File: src/rtl/serpar_pkg.sv
package serpar_pkg;

  // Drive mode selected by the pass/sense pair.
  typedef enum logic [1:0] {
    MODE_ALL_ON  = 2'd0,
    MODE_ALL_OFF = 2'd1,
    MODE_INVERT  = 2'd2,
    MODE_FOLLOW  = 2'd3
  } drv_mode_e;

  function automatic drv_mode_e mode_of(input logic pass, input logic sense);
    drv_mode_e m;
    case ({pass, sense})
      2'b00:   m = MODE_ALL_ON;
      2'b01:   m = MODE_ALL_OFF;
      2'b10:   m = MODE_INVERT;
      default: m = MODE_FOLLOW;
    endcase
    return m;
  endfunction

endpackage

File: src/rtl/serpar_shift.sv
module serpar_shift #(
  parameter int WIDTH = 32
) (
  input  logic             clk,
  input  logic             rst,
  input  logic             sdi,
  output logic [WIDTH-1:0] sr_q
);
  localparam int LAST = WIDTH - 1;

  logic [WIDTH-1:0] sr_d;

  // Next-state per stage: stage 0 from the serial pin, others from their neighbour.
  for (genvar k = 0; k < WIDTH; k++) begin : g_stage
    if (k == 0) begin : g_head
      assign sr_d[k] = sdi;
    end else begin : g_body
      assign sr_d[k] = sr_q[k-1];
    end
  end

  // Falling-edge shift, independent of every other control.
  always_ff @(negedge clk) begin
    if (rst) sr_q <= '0;
    else     sr_q <= sr_d;
  end

  logic unused_last;
  assign unused_last = sr_d[LAST];

endmodule

File: src/rtl/serpar_latch.sv
module serpar_latch #(
  parameter int WIDTH = 32
) (
  input  logic             clk,
  input  logic             rst,
  input  logic             xfer,
  input  logic [WIDTH-1:0] sr_in,
  output logic [WIDTH-1:0] lat_nxt,
  output logic [WIDTH-1:0] lat_q
);
  // Sampled equivalent of a level-sensitive latch bank.
  for (genvar i = 0; i < WIDTH; i++) begin : g_bit
    assign lat_nxt[i] = xfer ? sr_in[i] : lat_q[i];
  end

  always_ff @(posedge clk) begin
    if (rst) lat_q <= '0;
    else     lat_q <= lat_nxt;
  end

endmodule

File: src/rtl/serpar_gate.sv
module serpar_gate
  import serpar_pkg::*;
#(
  parameter int WIDTH = 32
) (
  input  logic             clk,
  input  logic             rst,
  input  logic             pass,
  input  logic             sense,
  input  logic [WIDTH-1:0] lat_in,
  output logic [WIDTH-1:0] drv_on
);
  drv_mode_e        mode;
  logic [WIDTH-1:0] on_d;
  logic             f_on, f_inv, f_fol;

  assign mode  = mode_of(pass, sense);
  assign f_on  = (mode == MODE_ALL_ON);
  assign f_inv = (mode == MODE_INVERT);
  assign f_fol = (mode == MODE_FOLLOW);

  for (genvar i = 0; i < WIDTH; i++) begin : g_ch
    assign on_d[i] = f_on | (f_fol & lat_in[i]) | (f_inv & ~lat_in[i]);
  end

  always_ff @(posedge clk) begin
    if (rst) drv_on <= '0;
    else     drv_on <= on_d;
  end

endmodule

File: src/rtl/serpar_drv.sv
module serpar_drv #(
  parameter int WIDTH = 32
) (
  input  logic             clk,
  input  logic             rst,
  input  logic             sdi,
  input  logic             xfer,
  input  logic             pass,
  input  logic             sense,
  output logic             sdo,
  output logic [WIDTH-1:0] drv_on
);
  localparam int LAST = WIDTH - 1;

  logic [WIDTH-1:0] sr_q;
  logic [WIDTH-1:0] lat_q;
  logic [WIDTH-1:0] lat_nxt;

  serpar_shift #(.WIDTH(WIDTH)) u_shift (
    .clk  (clk),
    .rst  (rst),
    .sdi  (sdi),
    .sr_q (sr_q)
  );

  assign sdo = sr_q[LAST];

  serpar_latch #(.WIDTH(WIDTH)) u_latch (
    .clk     (clk),
    .rst     (rst),
    .xfer    (xfer),
    .sr_in   (sr_q),
    .lat_nxt (lat_nxt),
    .lat_q   (lat_q)
  );

  serpar_gate #(.WIDTH(WIDTH)) u_gate (
    .clk    (clk),
    .rst    (rst),
    .pass   (pass),
    .sense  (sense),
    .lat_in (lat_nxt),
    .drv_on (drv_on)
  );

endmodule

File: config.mk
export PLATFORM = sky130hd
export DESIGN_NAME = serpar_drv
export DESIGN_NICKNAME = d
export VERILOG_FILES = /design/src/rtl/serpar_pkg.sv /design/src/rtl/serpar_shift.sv /design/src/rtl/serpar_latch.sv /design/src/rtl/serpar_gate.sv /design/src/rtl/serpar_drv.sv
export SDC_FILE = /design/constraint.sdc
export NUM_CORES = 1
export LEC_CHECK = 0
export BUFFER_PORTS_ARGS = -buffer_cell sky130_fd_sc_hd__buf_2
export CAP_MARGIN = 20
export CORE_MARGIN = 1.5
export CORE_UTILIZATION = 35
export DETAILED_ROUTE_END_ITERATION = 12
export PLACE_DENSITY = 0.61
export SKIP_CTS_REPAIR_TIMING = 1
export SLEW_MARGIN = 20
export SYNTH_ARGS = -nofsm -noshare
export SYNTH_HDL_FRONTEND = slang
export SYNTH_SLANG_ARGS = --single-unit
export TNS_END_PERCENT = 20
File: constraint.sdc
create_clock -name clk -period 3.15 [get_ports clk]
set_clock_uncertainty 0.15 [all_clocks]
set_input_delay 0.4725 -clock clk [delete_from_list [all_inputs] [get_ports clk]]
set_output_delay 0.4725 -clock clk [all_outputs]
set_load 0.02 [all_outputs]
==> flow_summary.yaml, run 1 <==
synthesis:
  syn_area_sq_um: 3250
  synth_area_per_cell_sq_um: 11.6
  netlist-cell-type-count: 14
  ys_seq_area_share_pct: 59.1
  synthCells: 280
  synth_top_area_share_pct: 59.1
  ys_seq_elements: 96
  synthesis.nets: 286
  synthTopCellsByArea: "dfxtp_1, mux2i_1, nor2b_1"
  post-synth-top-area-cell: "dfxtp_1"
  ys_warn_count: 0
clock_network:
  clk_pin_slew_ns: 0.04
  cts_tree: "done"
  numCtsBuffers: 9
  clk_latency_ns: 0.40
  cts.path.max_buffers: 2
  clock-sinks: 96
  htreeDepth: 3
  cts_root_buffer: "clkbuf_8"
timing:
  setup_viol: 0
  hold_viol_final: 0
  maxSlewViolCount: 0
  relSlewSlack_pct: 59.4
  rsz0062_at_grt: "no"
  setup_tns_ns: 0
  worstMarginPinSlew_ns: 0.609
final_layout:
  final_cell_mix: "dfxtp_1, nor2b_1, mux2i_1"
  nets: 348
  syn2layout_area_growth_pct: 16.7
  instances_no_fill: 455
  antenna_cells: 0
  final_layout_size_suffix_gt1_share_pct: 19.6
  final_common_cell: "dfxtp_1"
global_routing:
  antenna_found_initial: 0
  grtUsageTotal_pct: 11.8
  grt_max_degree: 67
  grt_pass1_wl_um: 9200
  grt_pass1_vias: 2013
  overflow: 0
worst_setup_path:
  path_depth: 1
  rr_startpoint: "u_shift.sr_q[12]$_SDFF_NP0_"
  critical_path_arrival_ns: 2.46
  worst-path-buf-inv: 1
  cp_slowest_cell: "dfxtp_1"
  rr_worst_depth: 3
  reg2reg_slack_ns: 0.50
  crit_path_start_kind: "flip-flop"
  cp_top_family: "flip-flops"
  startpoint: "u_shift.sr_q[31]$_SDFF_NP0_"
  crit_required_ns: 2.53
  critPathCapture: "sdo"
  reg2reg_to: "u_gate.drv_on[12]$_SDFF_PP0_"
  crit_fanout: 2
  cp-end-kind: "output pin"
  slowest_delay_ns: 0.33
  critPathKind: "flip-flop to output pin"
  path_cells: "buf_2"
power_and_ir_drop:
  ir_drop_mv: 0.244
  p_leak_nw: 1.66
  power.density_nw_per_um2: 592
place:
  place_congestion: 0.660
  dp_hpwl_um: 3100
  dp.cells: 408
  io_buffer_count: 38
die:
  fp.dieW_um: 99.4
  die-area_sq_um: 9870
  fp.dieH_um: 99.4
  core_area_sq_um: 8850
  initial_utilization_pct: 36.7
  placementRows: 34
  io_pins: 39
detailed_routing:
  via_per_inst: 4.35
  drc: 0
  num_vias: 1977
  routed_wirelength_um: 5220
  drtAntennaViolNets: 0
  drt_first_pass_iters: 6
  drt-initial-drc-count: 66
  wl_per_cell_um: 11.5
job:
  cap_violations: 0
hold_path:
  hold_depth: 1
  hold_path_class: "flip-flop to flip-flop"
status:
  status: "finished, final reports clean"
==> report_power, final <==
group          internal, W  switching [W]  leakage (nW)
logic            0.0000477      0.0000836         0.618
registers          0.00124     0.00000564         0.783
clock network     0.000346       0.000523         0.259
==> final cells by class <==
cell class / instances / area [sq um]
Clock buffer: 11 / 131
Tap cell: 108 / 135
Fill cell: 872 / 5050
Sequential cell: 96 / 1920
Multi-Input combinational cell: 162 / 1210
Clock inverter: 37 / 158
Timing Repair Buffer: 41 / 238
==> sequential cells by signal (all words and copies together) (netlist names) <==
signal and flops:
u_shift.sr_q 32, u_gate.drv_on 32, u_latch.lat_q 32
==> synthesized netlist by cell type, drive strengths merged <==
master and instances:
dfxtp 96, mux2i 64, nor2b 64, nor2 32
buf 12, clkbuf 9, inv 1, nand2b 1
or2 1
==> metrics by stage <==
stage / utilization (%) / power (W) / cell area [sq um] / hold WS [ns] / worst slack (ns)
3_5_place_dp: 39.7 / 0.00147 / 3510 / 0.305 / 0.346
2_1_floorplan: - / 0.00143 / 3250 / 0.288 / 0.333
3_3_place_gp: 39.7 / 0.00147 / 3510 / 0.294 / 0.377
4_1_cts: 42.9 / 0.00228 / 3790 / 0.305 / 0.0431
6_report: 42.9 / 0.00225 / 3790 / 0.300 / 0.0669
5_1_grt: 42.9 / 0.00238 / 3790 / 0.313 / 0.0195
==> cell families after synthesis <==
group,count (synthesis),share of synthesized area (%)
and+or+nand+nor,98,16.9
buffers and inverters,22,3.62
muxes,64,20.4
DFF,96,59.1
==> layer usage <==
layer  vias to the layer above  global-route usage (%)  routed length [um]
li1                       1016                       -                   -
met1                       918                    14.7                2660
met2                        36                    18.7                2310
met3                         7                    3.37                 169
met4                         0                    5.85                  79
met5                         -                       0                   0
==> worst min-delay path by stage <==
| stage | from | endpoint | slack (ns) |
|---|---|---|---|
| detailed placement | u_shift.sr_q[4]$_SDFF_NP0_ | u_shift.sr_q[5]$_SDFF_NP0_ | 0.31 |
| CTS | u_shift.sr_q[11]$_SDFF_NP0_ | u_shift.sr_q[12]$_SDFF_NP0_ | 0.31 |
| global placement | u_shift.sr_q[6]$_SDFF_NP0_ | u_shift.sr_q[7]$_SDFF_NP0_ | 0.29 |
| finish | u_shift.sr_q[11]$_SDFF_NP0_ | u_shift.sr_q[12]$_SDFF_NP0_ | 0.30 |
| global route | u_shift.sr_q[6]$_SDFF_NP0_ | u_shift.sr_q[7]$_SDFF_NP0_ | 0.31 |
| floorplan | u_shift.sr_q[9]$_SDFF_NP0_ | u_shift.sr_q[10]$_SDFF_NP0_ | 0.29 |
No activity file was read; power rests on OpenSTA's default activity.
==> run 2: changes to the inputs <==
--- a/constraint.sdc
+++ b/constraint.sdc
@@ -4,2 +4,2 @@
 set_output_delay 0.4725 -clock clk [all_outputs]
-set_load 0.02 [all_outputs]
+set_load 0.1 [all_outputs]
==> flow_summary.yaml, run 2 (synthesis results as in run 1) <==
place:
  place_congestion: 0.659
  dpl_worst_slack_ns: 0.345
  dp_hpwl_um: 3040
  dp.cells: 408
  io_buffer_count: 38
detailed_routing:
  via_per_inst: 4.45
  wl_per_cell_um: 11.7
  drc: 0
  drt_first_pass_iters: 4
  routed_wirelength_um: 5330
  num_vias: 2025
  drt-initial-drc-count: 74
  drtAntennaViolNets: 0
global_routing:
  antenna_found_initial: 0
  grt_pass1_vias: 2045
  grtUsageTotal_pct: 11.9
  overflow: 0
  grt_pass1_wl_um: 9280
  grt_max_degree: 67
worst_setup_path:
  crit_path_start_kind: "flip-flop"
  slowest_delay_ns: 0.36
  reg2reg_slack_ns: 0.50
  rr_startpoint: "u_shift.sr_q[31]$_SDFF_NP0_"
  critPathKind: "flip-flop to output pin"
  cp_slowest_cell: "dfxtp_4"
  crit_required_ns: 2.53
  reg2reg_to: "u_gate.drv_on[31]$_SDFF_PP0_"
  path_cells: "buf_12"
  cp_top_family: "flip-flops"
  cp-end-kind: "output pin"
  worst-path-buf-inv: 1
  crit_fanout: 2
  critical_path_arrival_ns: 2.49
  rr_worst_depth: 3
clock_network:
  cts_root_buffer: "clkbuf_8"
  cts.path.max_buffers: 2
  htreeDepth: 3
  numCtsBuffers: 9
  clk_latency_ns: 0.40
  cts_tree: "done"
  clock-sinks: 96
  clk_pin_slew_ns: 0.04
die:
  initial_utilization_pct: 36.7
  core_area_sq_um: 8850
  placementRows: 34
  fp.dieW_um: 99.4
  io_pins: 39
  fp.dieH_um: 99.4
  die-area_sq_um: 9870
final_layout:
  final_common_cell: "dfxtp_1"
  seq_area_sq_um: 1930
  final_core_util_pct: 43.9
  final_layout_size_suffix_gt1_share_pct: 20.2
  antenna_cells: 0
  instances_no_fill: 455
  fill_cells: 880
  syn2layout_area_growth_pct: 19.5
  multiInputGateArea_sq_um: 1210
  reg_top3: "u_gate.drv_on: 32 flops, u_latch.lat_q: 32 flops, u_shift.sr_q: 32 flops"
  final_cell_mix: "dfxtp_1, nor2b_1, mux2i_1"
  nets: 348
timing:
  rsz0062_at_grt: "no"
  maxSlewViolCount: 0
  relSlewSlack_pct: 60.3
  setup_viol: 0
  hold_viol_final: 0
  worstMarginPinSlew_ns: 0.596
  setup_tns_ns: 0
  setup_slack_ns: 0.0404
hold_path:
  hold_start: "u_shift.sr_q[15]$_SDFF_NP0_"
  min_to: "u_shift.sr_q[16]$_SDFF_NP0_"
  hold_depth: 1
  hold_path_class: "flip-flop to flip-flop"
status:
  status: "finished, final reports clean"
power_and_ir_drop:
  p_leak_nw: 1.70
  ir_drop_mv: 0.334
  power.density_nw_per_um2: 679
job:
  cap_violations: 0
-- run 2: area by class of cell --
type                            instances  share of cell area (%)
Tap cell                              108                    3.48
Sequential cell                        96                    49.6
Multi-Input combinational cell        162                    31.2
Clock buffer                           11                    4.48
Timing Repair Buffer                   41                    6.18
Clock inverter                         37                    5.12
-- run 2: through the flow --
stage,total power [W],hold slack (ns),area (sq um)
final,0.00264,0.305,3880
after global routing,0.00274,0.310,3880
after CTS,0.00268,0.308,3880
after detailed placement,0.00160,0.307,3510
after global placement,0.00160,0.295,3510
after floorplan,0.00157,0.288,3250
-- run 2: how the worst max path moves through the flow --
stage                                      startpoint                            to  cells past startpoint
final                     u_shift.sr_q[31]$_SDFF_NP0_                           sdo                      1
after global routing      u_shift.sr_q[31]$_SDFF_NP0_                           sdo                      1
after CTS                 u_shift.sr_q[31]$_SDFF_NP0_                           sdo                      1
after detailed placement                          rst   u_shift.sr_q[25]$_SDFF_NP0_                      3
after global placement                            rst    u_shift.sr_q[6]$_SDFF_NP0_                      3
after floorplan           u_shift.sr_q[31]$_SDFF_NP0_  u_gate.drv_on[31]$_SDFF_PP0_                      3
-- run 2: layer usage --
| metal | vias to the layer above | share of wire [%] | global-route usage [%] |
|---|---|---|---|
| li1 | 1011 | - | - |
| met1 | 976 | 46 | 14.5 |
| met2 | 32 | 48 | 19.5 |
| met3 | 6 | 4.5 | 3.37 |
| met4 | 0 | 1.7 | 5.53 |
| met5 | - | 0 | 0 |
-- run 2: report_power, final --
part	total, W	switching [W]	internal, W
logic	0.000264	0.000218	0.0000460
registers	0.00125	0.00000604	0.00124
clock network	0.00113	0.000531	0.000596
total	0.00264	0.000754	0.00188
